File: src/rtl/uart_fifo_pkg.sv
package uart_fifo_pkg;

    // Map a 3-bit level code to an entry count for a queue of the given depth.
    function automatic int unsigned lvl_count(input logic [2:0] code, input int unsigned depth);
        case (code)
            3'd0:    return depth / 8;
            3'd1:    return depth / 4;
            3'd3:    return (3 * depth) / 4;
            3'd4:    return (7 * depth) / 8;
            default: return depth / 2;
        endcase
    endfunction

endpackage

File: src/rtl/uart_fifo_core.sv
module uart_fifo_core #(
    parameter int WIDTH = 8,
    parameter int DEPTH = 16,
    localparam int PTR_W = $clog2(DEPTH),
    localparam int CNT_W = $clog2(DEPTH + 1)
) (
    input  logic             clk,
    input  logic             rst_n,
    input  logic             single,
    input  logic             push,
    input  logic [WIDTH-1:0] wdata,
    input  logic             pop,
    output logic [WIDTH-1:0] rdata,
    output logic [CNT_W-1:0] count,
    output logic             empty,
    output logic             full,
    output logic             push_drop
);

    typedef struct packed {
        logic [DEPTH-1:0][WIDTH-1:0] mem;
        logic [PTR_W-1:0]            wr_ptr;
        logic [PTR_W-1:0]            rd_ptr;
        logic [CNT_W-1:0]            count;
    } state_t;

    state_t s_d, s_q;

    logic [CNT_W-1:0] cap;
    logic             do_push;
    logic             do_pop;

    assign cap       = single ? CNT_W'(1) : CNT_W'(DEPTH);
    assign empty     = (s_q.count == '0);
    assign full      = (s_q.count >= cap);
    assign do_push   = push && !full;
    assign do_pop    = pop && !empty;
    assign push_drop = push && full;
    assign rdata     = s_q.mem[s_q.rd_ptr];
    assign count     = s_q.count;

    always_comb begin
        s_d = s_q;
        if (do_push) begin
            s_d.mem[s_q.wr_ptr] = wdata;
            s_d.wr_ptr = (s_q.wr_ptr == PTR_W'(DEPTH - 1)) ? '0 : s_q.wr_ptr + PTR_W'(1);
        end
        if (do_pop) begin
            s_d.rd_ptr = (s_q.rd_ptr == PTR_W'(DEPTH - 1)) ? '0 : s_q.rd_ptr + PTR_W'(1);
        end
        case ({do_push, do_pop})
            2'b10:   s_d.count = s_q.count + CNT_W'(1);
            2'b01:   s_d.count = s_q.count - CNT_W'(1);
            default: s_d.count = s_q.count;
        endcase
    end

    always_ff @(posedge clk) begin
        if (!rst_n) begin
            s_q <= '0;
        end else begin
            s_q <= s_d;
        end
    end

endmodule

File: src/rtl/uart_fifo_trig.sv
module uart_fifo_trig
    import uart_fifo_pkg::*;
#(
    parameter int DEPTH   = 16,
    parameter bit RX_SIDE = 1'b1,
    localparam int CNT_W  = $clog2(DEPTH + 1)
) (
    input  logic [2:0]       sel,
    input  logic [CNT_W-1:0] count,
    input  logic             fifo_en,
    output logic             trig
);

    logic [CNT_W-1:0] level;

    assign level = CNT_W'(lvl_count(sel, DEPTH));

    generate
        if (RX_SIDE) begin : g_rx
            assign trig = fifo_en ? (count >= level) : (count != '0);
        end else begin : g_tx
            assign trig = fifo_en ? (count <= level) : (count == '0);
        end
    endgenerate

endmodule

File: src/rtl/uart_fifo_pair.sv
module uart_fifo_pair #(
    parameter int DEPTH  = 16,
    parameter int DATA_W = 8,
    parameter int FLAG_W = 4,
    localparam int RX_W  = DATA_W + FLAG_W,
    localparam int CNT_W = $clog2(DEPTH + 1)
) (
    input  logic              clk,
    input  logic              rst_n,
    input  logic              fifo_en,
    input  logic [2:0]        tx_lvl_sel,
    input  logic [2:0]        rx_lvl_sel,
    input  logic              tx_wr,
    input  logic [DATA_W-1:0] tx_wdata,
    input  logic              tx_rd,
    output logic [DATA_W-1:0] tx_rdata,
    output logic              tx_empty,
    output logic              tx_full,
    output logic              tx_trig,
    input  logic              rx_wr,
    input  logic [RX_W-1:0]   rx_wdata,
    input  logic              rx_rd,
    output logic [RX_W-1:0]   rx_rdata,
    output logic              rx_empty,
    output logic              rx_full,
    output logic              rx_trig,
    output logic              rx_overrun,
    input  logic              ovr_clr
);

    typedef struct packed {
        logic ovr;
    } flag_t;

    flag_t f_d, f_q;

    logic [CNT_W-1:0] tx_count;
    logic [CNT_W-1:0] rx_count;
    logic             tx_drop;
    logic             rx_drop;

    uart_fifo_core #(.WIDTH(DATA_W), .DEPTH(DEPTH)) u_tx_q (
        .clk       (clk),
        .rst_n     (rst_n),
        .single    (!fifo_en),
        .push      (tx_wr),
        .wdata     (tx_wdata),
        .pop       (tx_rd),
        .rdata     (tx_rdata),
        .count     (tx_count),
        .empty     (tx_empty),
        .full      (tx_full),
        .push_drop (tx_drop)
    );

    uart_fifo_core #(.WIDTH(RX_W), .DEPTH(DEPTH)) u_rx_q (
        .clk       (clk),
        .rst_n     (rst_n),
        .single    (!fifo_en),
        .push      (rx_wr),
        .wdata     (rx_wdata),
        .pop       (rx_rd),
        .rdata     (rx_rdata),
        .count     (rx_count),
        .empty     (rx_empty),
        .full      (rx_full),
        .push_drop (rx_drop)
    );

    uart_fifo_trig #(.DEPTH(DEPTH), .RX_SIDE(1'b0)) u_tx_trig (
        .sel     (tx_lvl_sel),
        .count   (tx_count),
        .fifo_en (fifo_en),
        .trig    (tx_trig)
    );

    uart_fifo_trig #(.DEPTH(DEPTH), .RX_SIDE(1'b1)) u_rx_trig (
        .sel     (rx_lvl_sel),
        .count   (rx_count),
        .fifo_en (fifo_en),
        .trig    (rx_trig)
    );

    // Sticky overrun: a new overrun in the clear cycle takes priority.
    always_comb begin
        f_d = f_q;
        if (ovr_clr) begin
            f_d.ovr = 1'b0;
        end
        if (rx_drop) begin
            f_d.ovr = 1'b1;
        end
    end

    always_ff @(posedge clk) begin
        if (!rst_n) begin
            f_q <= '0;
        end else begin
            f_q <= f_d;
        end
    end

    assign rx_overrun = f_q.ovr;

    // The transmit side has no overrun report; a dropped push is simply lost.
    logic unused_tx_drop;
    assign unused_tx_drop = tx_drop;

endmodule

File: config.mk
export PLATFORM = sky130hd
export DESIGN_NAME = uart_fifo_pair
export DESIGN_NICKNAME = d
export VERILOG_FILES = /design/src/rtl/uart_fifo_pkg.sv /design/src/rtl/uart_fifo_core.sv /design/src/rtl/uart_fifo_trig.sv /design/src/rtl/uart_fifo_pair.sv
export SDC_FILE = /design/constraint.sdc
export NUM_CORES = 1
export LEC_CHECK = 0
export ABC_AREA = 1
export CAP_MARGIN = 20
export CELL_PAD_IN_SITES_DETAIL_PLACEMENT = 1
export CELL_PAD_IN_SITES_GLOBAL_PLACEMENT = 2
export CORE_ASPECT_RATIO = 0.75
export CORE_UTILIZATION = 39
export CTS_BUF_LIST = sky130_fd_sc_hd__clkbuf_8
export DETAILED_ROUTE_END_ITERATION = 12
export PLACE_DENSITY_LB_ADDON = 0.1
export SETUP_SLACK_MARGIN = 0.1
export SYNTH_ARGS = -nofsm -noshare
export SYNTH_HDL_FRONTEND = slang
export SYNTH_SLANG_ARGS = --single-unit
File: constraint.sdc
create_clock -name clk -period 6.8 [get_ports clk]
set_input_delay 1.02 -clock clk [delete_from_list [all_inputs] [get_ports clk]]
set_output_delay 1.02 -clock clk [all_outputs]
set_load 0.01 [all_outputs]
* Yosys cells after proc, flatten, opt, wreduce, memory -nomap -nowiden
Index checks and enable logic that the tools add are counted.
Word-level totals: bits in registers 347, bits in latches 0, RAM bits 0, ROM bits 0, word-level logic and storage cells 113, memories 0
Cells by class: $add $sub $neg 8, multiply operators 0, div/mod/pow operators 0, $lt $le $gt $ge 10, equality and inequality tests 14, shift operators 0, multiplexer cells 23, bitwise logic cells 0, reductions and logical operators 19
Operators with widths (count):
- 192-bit bitwise mux | 1
- 128-bit bitwise mux | 1
- 12-bit binary-select mux with 4-bit select | 1
- 12-bit demux with 4-bit select | 1
- 8-bit binary-select mux with 4-bit select | 1
- 8-bit demux with 4-bit select | 1
- 4-bit one-hot mux with 4 select lines | 2
- 12-bit two-way mux | 2
- 4-bit by 5-bit < comparator with 1-bit output, second input constant | 4
- 5-bit one-hot mux with 2 select lines | 2
- 4-bit by 1-bit adder with 4-bit output, second input constant | 4
- 4-bit == test, second input constant | 4
- 4-bit two-way mux | 4
- 8-bit two-way mux | 2
- 5-bit by 1-bit adder with 5-bit output, second input constant | 2
- 5-bit greater-or-equal comparator | 2
- 5-bit zero test | 2
- 5-bit by 1-bit subtractor with 5-bit output, second input constant | 2
- 4-bit by 1-bit greater-or-equal comparator with 1-bit output, second input constant | 2
- 1-bit logical AND | 7
- 3-bit by 1-bit == test with 1-bit output, second input constant | 2
- 3-bit by 2-bit == test with 1-bit output, second input constant | 2
- 3-bit == test, second input constant | 2
- 3-bit zero test | 2
- 9 further kinds | 19

* Logic depth before layout (Yosys ltp)
depth in word-level cells 6, depth in mapped cells 21, gate-level depth less buffers 19

* By module
A second synthesis with hierarchy kept.
Second synthesis, totals: cell total of the unflattened synthesis 2799, area, all modules 18592.8 um^2
Modules (own cells, without submodules):
- uart_fifo_core (u_rx_q) | instances 1, cells an instance 1621, area each 10755.3 um^2, sequential area each 4103.9 um^2
- uart_fifo_core (u_tx_q) | instances 1, cells an instance 1117, area each 7523.5 um^2, sequential area each 2822.7 um^2
- uart_fifo_trig (u_tx_trig) | instances 1, cells an instance 28, area each 138.9 um^2, sequential area each 0.0 um^2
- uart_fifo_trig (u_rx_trig) | instances 1, cells an instance 26, area each 127.6 um^2, sequential area each 0.0 um^2
- uart_fifo_pair | instances 1, cells an instance 7, area each 47.5 um^2, sequential area each 20.0 um^2

* Worst setup path after synthesis
OpenSTA, ideal clock, no wires.
path kind input-to-output, from input fifo_en, to output tx_full, data arrival time 2221 ps, required time 5780 ps, path slack 3559 ps, stages on the path 10, path buffers 2, path through inv_1 ha_1 nand2_1 inv_1 nand3_1 nand2_1 nor2_2 buf_2 buf_4 inv_1
On the way: cells in the longest elaborated chain, start to end 2
RTL lines:
- start, declared | RTL line uart_fifo_pair.sv:10 | input logic fifo_en,
- 5-bit two-way mux | RTL line uart_fifo_core.sv:33 | assign cap = single ? CNT_W'(1) : CNT_W'(DEPTH);
- 5-bit greater-or-equal comparator | RTL line uart_fifo_core.sv:35 | assign full = (s_q.count >= cap);
- end, declared | RTL line uart_fifo_pair.sv:18 | output logic tx_full,
No other way between the ends.

* Final worst setup path
from register u_rx_q.s_q[5] (netlist bit), to output rx_rdata[0]
On the way: cells in the longest elaborated chain, start to end 2
RTL lines:
- start, declared | RTL line uart_fifo_core.sv:27 | state_t s_d, s_q;
- start signal, assigned | RTL line uart_fifo_core.sv:60 | s_q <= '0;
- start signal, assigned | RTL line uart_fifo_core.sv:62 | s_q <= s_d;
- 12-bit binary-select mux with 4-bit select | RTL line uart_fifo_core.sv:39 | assign rdata = s_q.mem[s_q.rd_ptr];
- 12-bit two-way mux (implied by the code) | RTL line uart_fifo_core.sv:39
- end, declared | RTL line uart_fifo_pair.sv:23 | output logic [RX_W-1:0] rx_rdata,
No other way between the ends. The select of a mux whose other input is x is not followed.

==> results.py <==
metrics = {
    "run_status": {
        "outcome": "finished clean",
    },
    "final_layout": {
        "multi_input_area_um2": 9830,
        "fin_nets": 2765,
        "num_antenna_cells": 0,
        "final_util": 0.440,
        "syn_to_final_growth_pct": 11.0,
        "layout-drive-gt1-share": 0.0737,
        "fillCellCount": 5964,
        "regArea_um2": 6950,
    },
    "critical_path": {
        "critPathKind": "reg2out",
        "cp_max_fo": 57,
        "arrival_ns": 3.87,
        "rrSetupSlack_ns": 3.48,
        "required_ns": 5.78,
        "cp-start-kind": "flip-flop",
        "end_kind": "output port",
    },
    "grt": {
        "grt.total_usage": 0.294,
        "grt_max_degree": 109,
        "antenna_found_initial": 0,
        "grt-ovfl-total": 0,
        "grt_pass1_vias": 18600,
        "grt_pass1_wl_um": 109000,
    },
    "yosys": {
        "synthTopCellsByArea": "dfxtp_1 (38%), nor2_1 (18%), nand4_1 (11%), nand2_1 (8.6%), o21ai_0 (5.0%)",
        "ys_ff_latch": 347,
        "postSynthCellCount": 2771,
        "ys_seq_area_frac": 0.380,
        "synth_top_area_frac": 0.380,
        "netlist_area_um2": 18300,
        "synth_cell_types": 30,
        "avgSynthCellArea_um2": 6.59,
        "syn-num-nets": 2833,
        "yosys_warnings": 0,
        "post-synth-top-area-cell": "dfxtp_1",
    },
    "sta": {
        "fin_skew_ns": 0.0159,
        "fin_tns_setup_ns": 0,
        "hold_viol_final": 0,
        "fin_crit_ns": 4.89,
        "period_share": 0.719,
        "worstMarginPinSlew_ns": 1.18,
        "fmax_mhz": 204,
        "finalSetupViolCount": 0,
        "rsz0062_at_grt": "false",
        "slew_viol_final": 0,
        "slew_headroom": 0.213,
    },
    "drt": {
        "detail_route.wl_per_cell_um": 20.8,
        "totalWireLength_um": 70400,
        "drc": 0,
        "route.met3.wl_um": 5100,
        "wl_met2_um": 28900,
        "antenna_left": 0,
        "met1Wirelength_um": 35200,
        "first_pass_iters": 5,
        "vias": 19000,
        "top_layer": "met4",
        "drtIter0Drc": 1549,
        "vias_per_cell": 5.60,
    },
    "pwr": {
        "irDropWorstVdd_v": 0.000403,
        "leakagePower_nw": 8.04,
        "p_per_area_nw_per_um2": 357,
    },
    "die": {
        "rows": 68,
        "dieHeight_um": 189,
        "die_x_um": 252,
        "die_area_um2": 47700,
        "initial_core_util": 0.396,
        "core_um2": 46100,
        "io_pins": 61,
    },
    "clock_network": {
        "cts-root-buf": "clkbuf_8",
        "clock-sinks": 347,
        "cts.path.max_buffers": 3,
        "clk_pin_slew_ns": 0.06,
        "cts_tree": "yes",
        "clk_latency_ns": 0.68,
        "holdBufCountCts": 0,
        "cts_max_level": 2,
        "cts_resized": 0,
        "cts_setup_buffers": 0,
        "numCtsBuffers": 61,
    },
    "place": {
        "gp_congestion": 0.855,
        "port_buffers": 60,
        "dp_hpwl_um": 42900,
    },
    "flow_run": {
        "maxCapViolations": 0,
    },
    "worst_hold_path": {
        "hold_class": "reg2reg",
    },
}
-- synthesized netlist by cell type, drive strengths merged --
| cell type | number |
|---|---|
| o21ai | 184 |
| nand3 | 64 |
| inv | 116 |
| a21oi | 24 |
| o22ai | 40 |
| ha | 27 |
| dfxtp | 347 |
| buf | 92 |
| clkbuf | 134 |
| fa | 1 |
| a21boi | 1 |
| a21o | 1 |
| xor2 | 10 |
| a22oi | 1 |
| o211ai | 42 |
| nand4 | 323 |
| nand2 | 421 |
| clkinv | 2 |
| xnor2 | 1 |
| nor2 | 938 |
| nor3 | 2 |
-- logic make-up after synthesis --
family	synth area share
AOI/OAI and AO/OA	0.0892
buffers and inverters	0.0822
xor gates and xnor gates	0.00527
and+or+nand+nor	0.424
adders and majority gates	0.0196
DFF	0.380
-- power breakdown --
group	switching, mW	total (mW)	internal, mW
Clock	0.961	2.15	1.19
Combinational	1.98	2.79	0.806
Sequential	0.136	2.30	2.16
-- state kept, by name, summed over array words and instances (netlist names) --
signal / cells
u_rx_q.count: 5
u_rx_q.s_q: 200
u_tx_q.s_q: 136
u_tx_q.count: 5
rx_overrun: 1
-- area by class of cell --
cell class / instances / share of cell area
clock buffer: 86 / 0.0584
clock inverter: 30 / 0.00895
inverter: 118 / 0.0218
multi-input combinational: 2080 / 0.484
sequential: 347 / 0.343
tap: 630 / 0.0389
timing repair buffer: 95 / 0.0447
-- path summary, 6_finish.rpt --
check / start / to / cells past startpoint
min: u_rx_q.s_q[128]$_SDFFE_PN0P_ / u_rx_q.s_q[128]$_SDFFE_PN0P_ / 2
max: u_rx_q.s_q[5]$_SDFFE_PN0P_ / rx_rdata[0] / 7
min reg2reg: u_rx_q.s_q[128]$_SDFFE_PN0P_ / u_rx_q.s_q[128]$_SDFFE_PN0P_ / 2
max reg2reg: u_rx_q.count[0]$_SDFFE_PN0P_ / u_rx_q.s_q[151]$_SDFFE_PN0P_ / 13
-- critical path, cell delays in order (launching register included) --
cell	delay (ns)
dfxtp_4	0.45
inv_2	0.66
buf_4	0.70
o21ai_0	0.37
o211ai_1	0.17
nand3_1	0.14
nand3_1	0.13
clkdlybuf4s50_1	0.54
-- cells in the final DEF (no fill, tap or decap), types with 2 or more instances in the layout --
master	synthesis	routed
nor2_1	888	888
nand2_1	420	420
dfxtp_1	347	344
nand4_1	321	321
o21ai_0	183	183
inv_1	107	123
clkbuf_8	0	86
nand3_1	64	64
clkdlybuf4s50_1	0	57
o211ai_1	42	42
o22ai_1	40	40
buf_4	21	34
nor2_4	29	30
ha_1	27	27
a21oi_1	24	24
nor2_2	21	20
inv_2	9	10
xor2_1	10	10
clkinv_2	0	10
nor3_1	2	2
nand4_2	2	2
clkinv_1	2	2
bufinv_16	0	2
buf_16	0	2
dfxtp_2	0	2
-- per-stage QoR --
step                      worst slack (ns)  power, mW  hold WS [ns]  cells  area [um2]
after floorplan                       3.56       4.12         0.449   2771       18300
after global placement                2.14       5.03         0.455   3268       18900
after detailed placement              2.09       5.07         0.465   3268       18900
after CTS                             1.88       7.24         0.479   3384       20200
after global routing                  1.70       7.65         0.499   3386       20300
final                                 1.91       7.24         0.476   3386       20300
-- routing by layer --
metal  track usage  up-vias
met5             0        -
met4        0.0737        0
met3        0.0485       91
met2         0.414      561
met1         0.457     9244
li1              -     9060
Power figures use the tool's default switching activity.
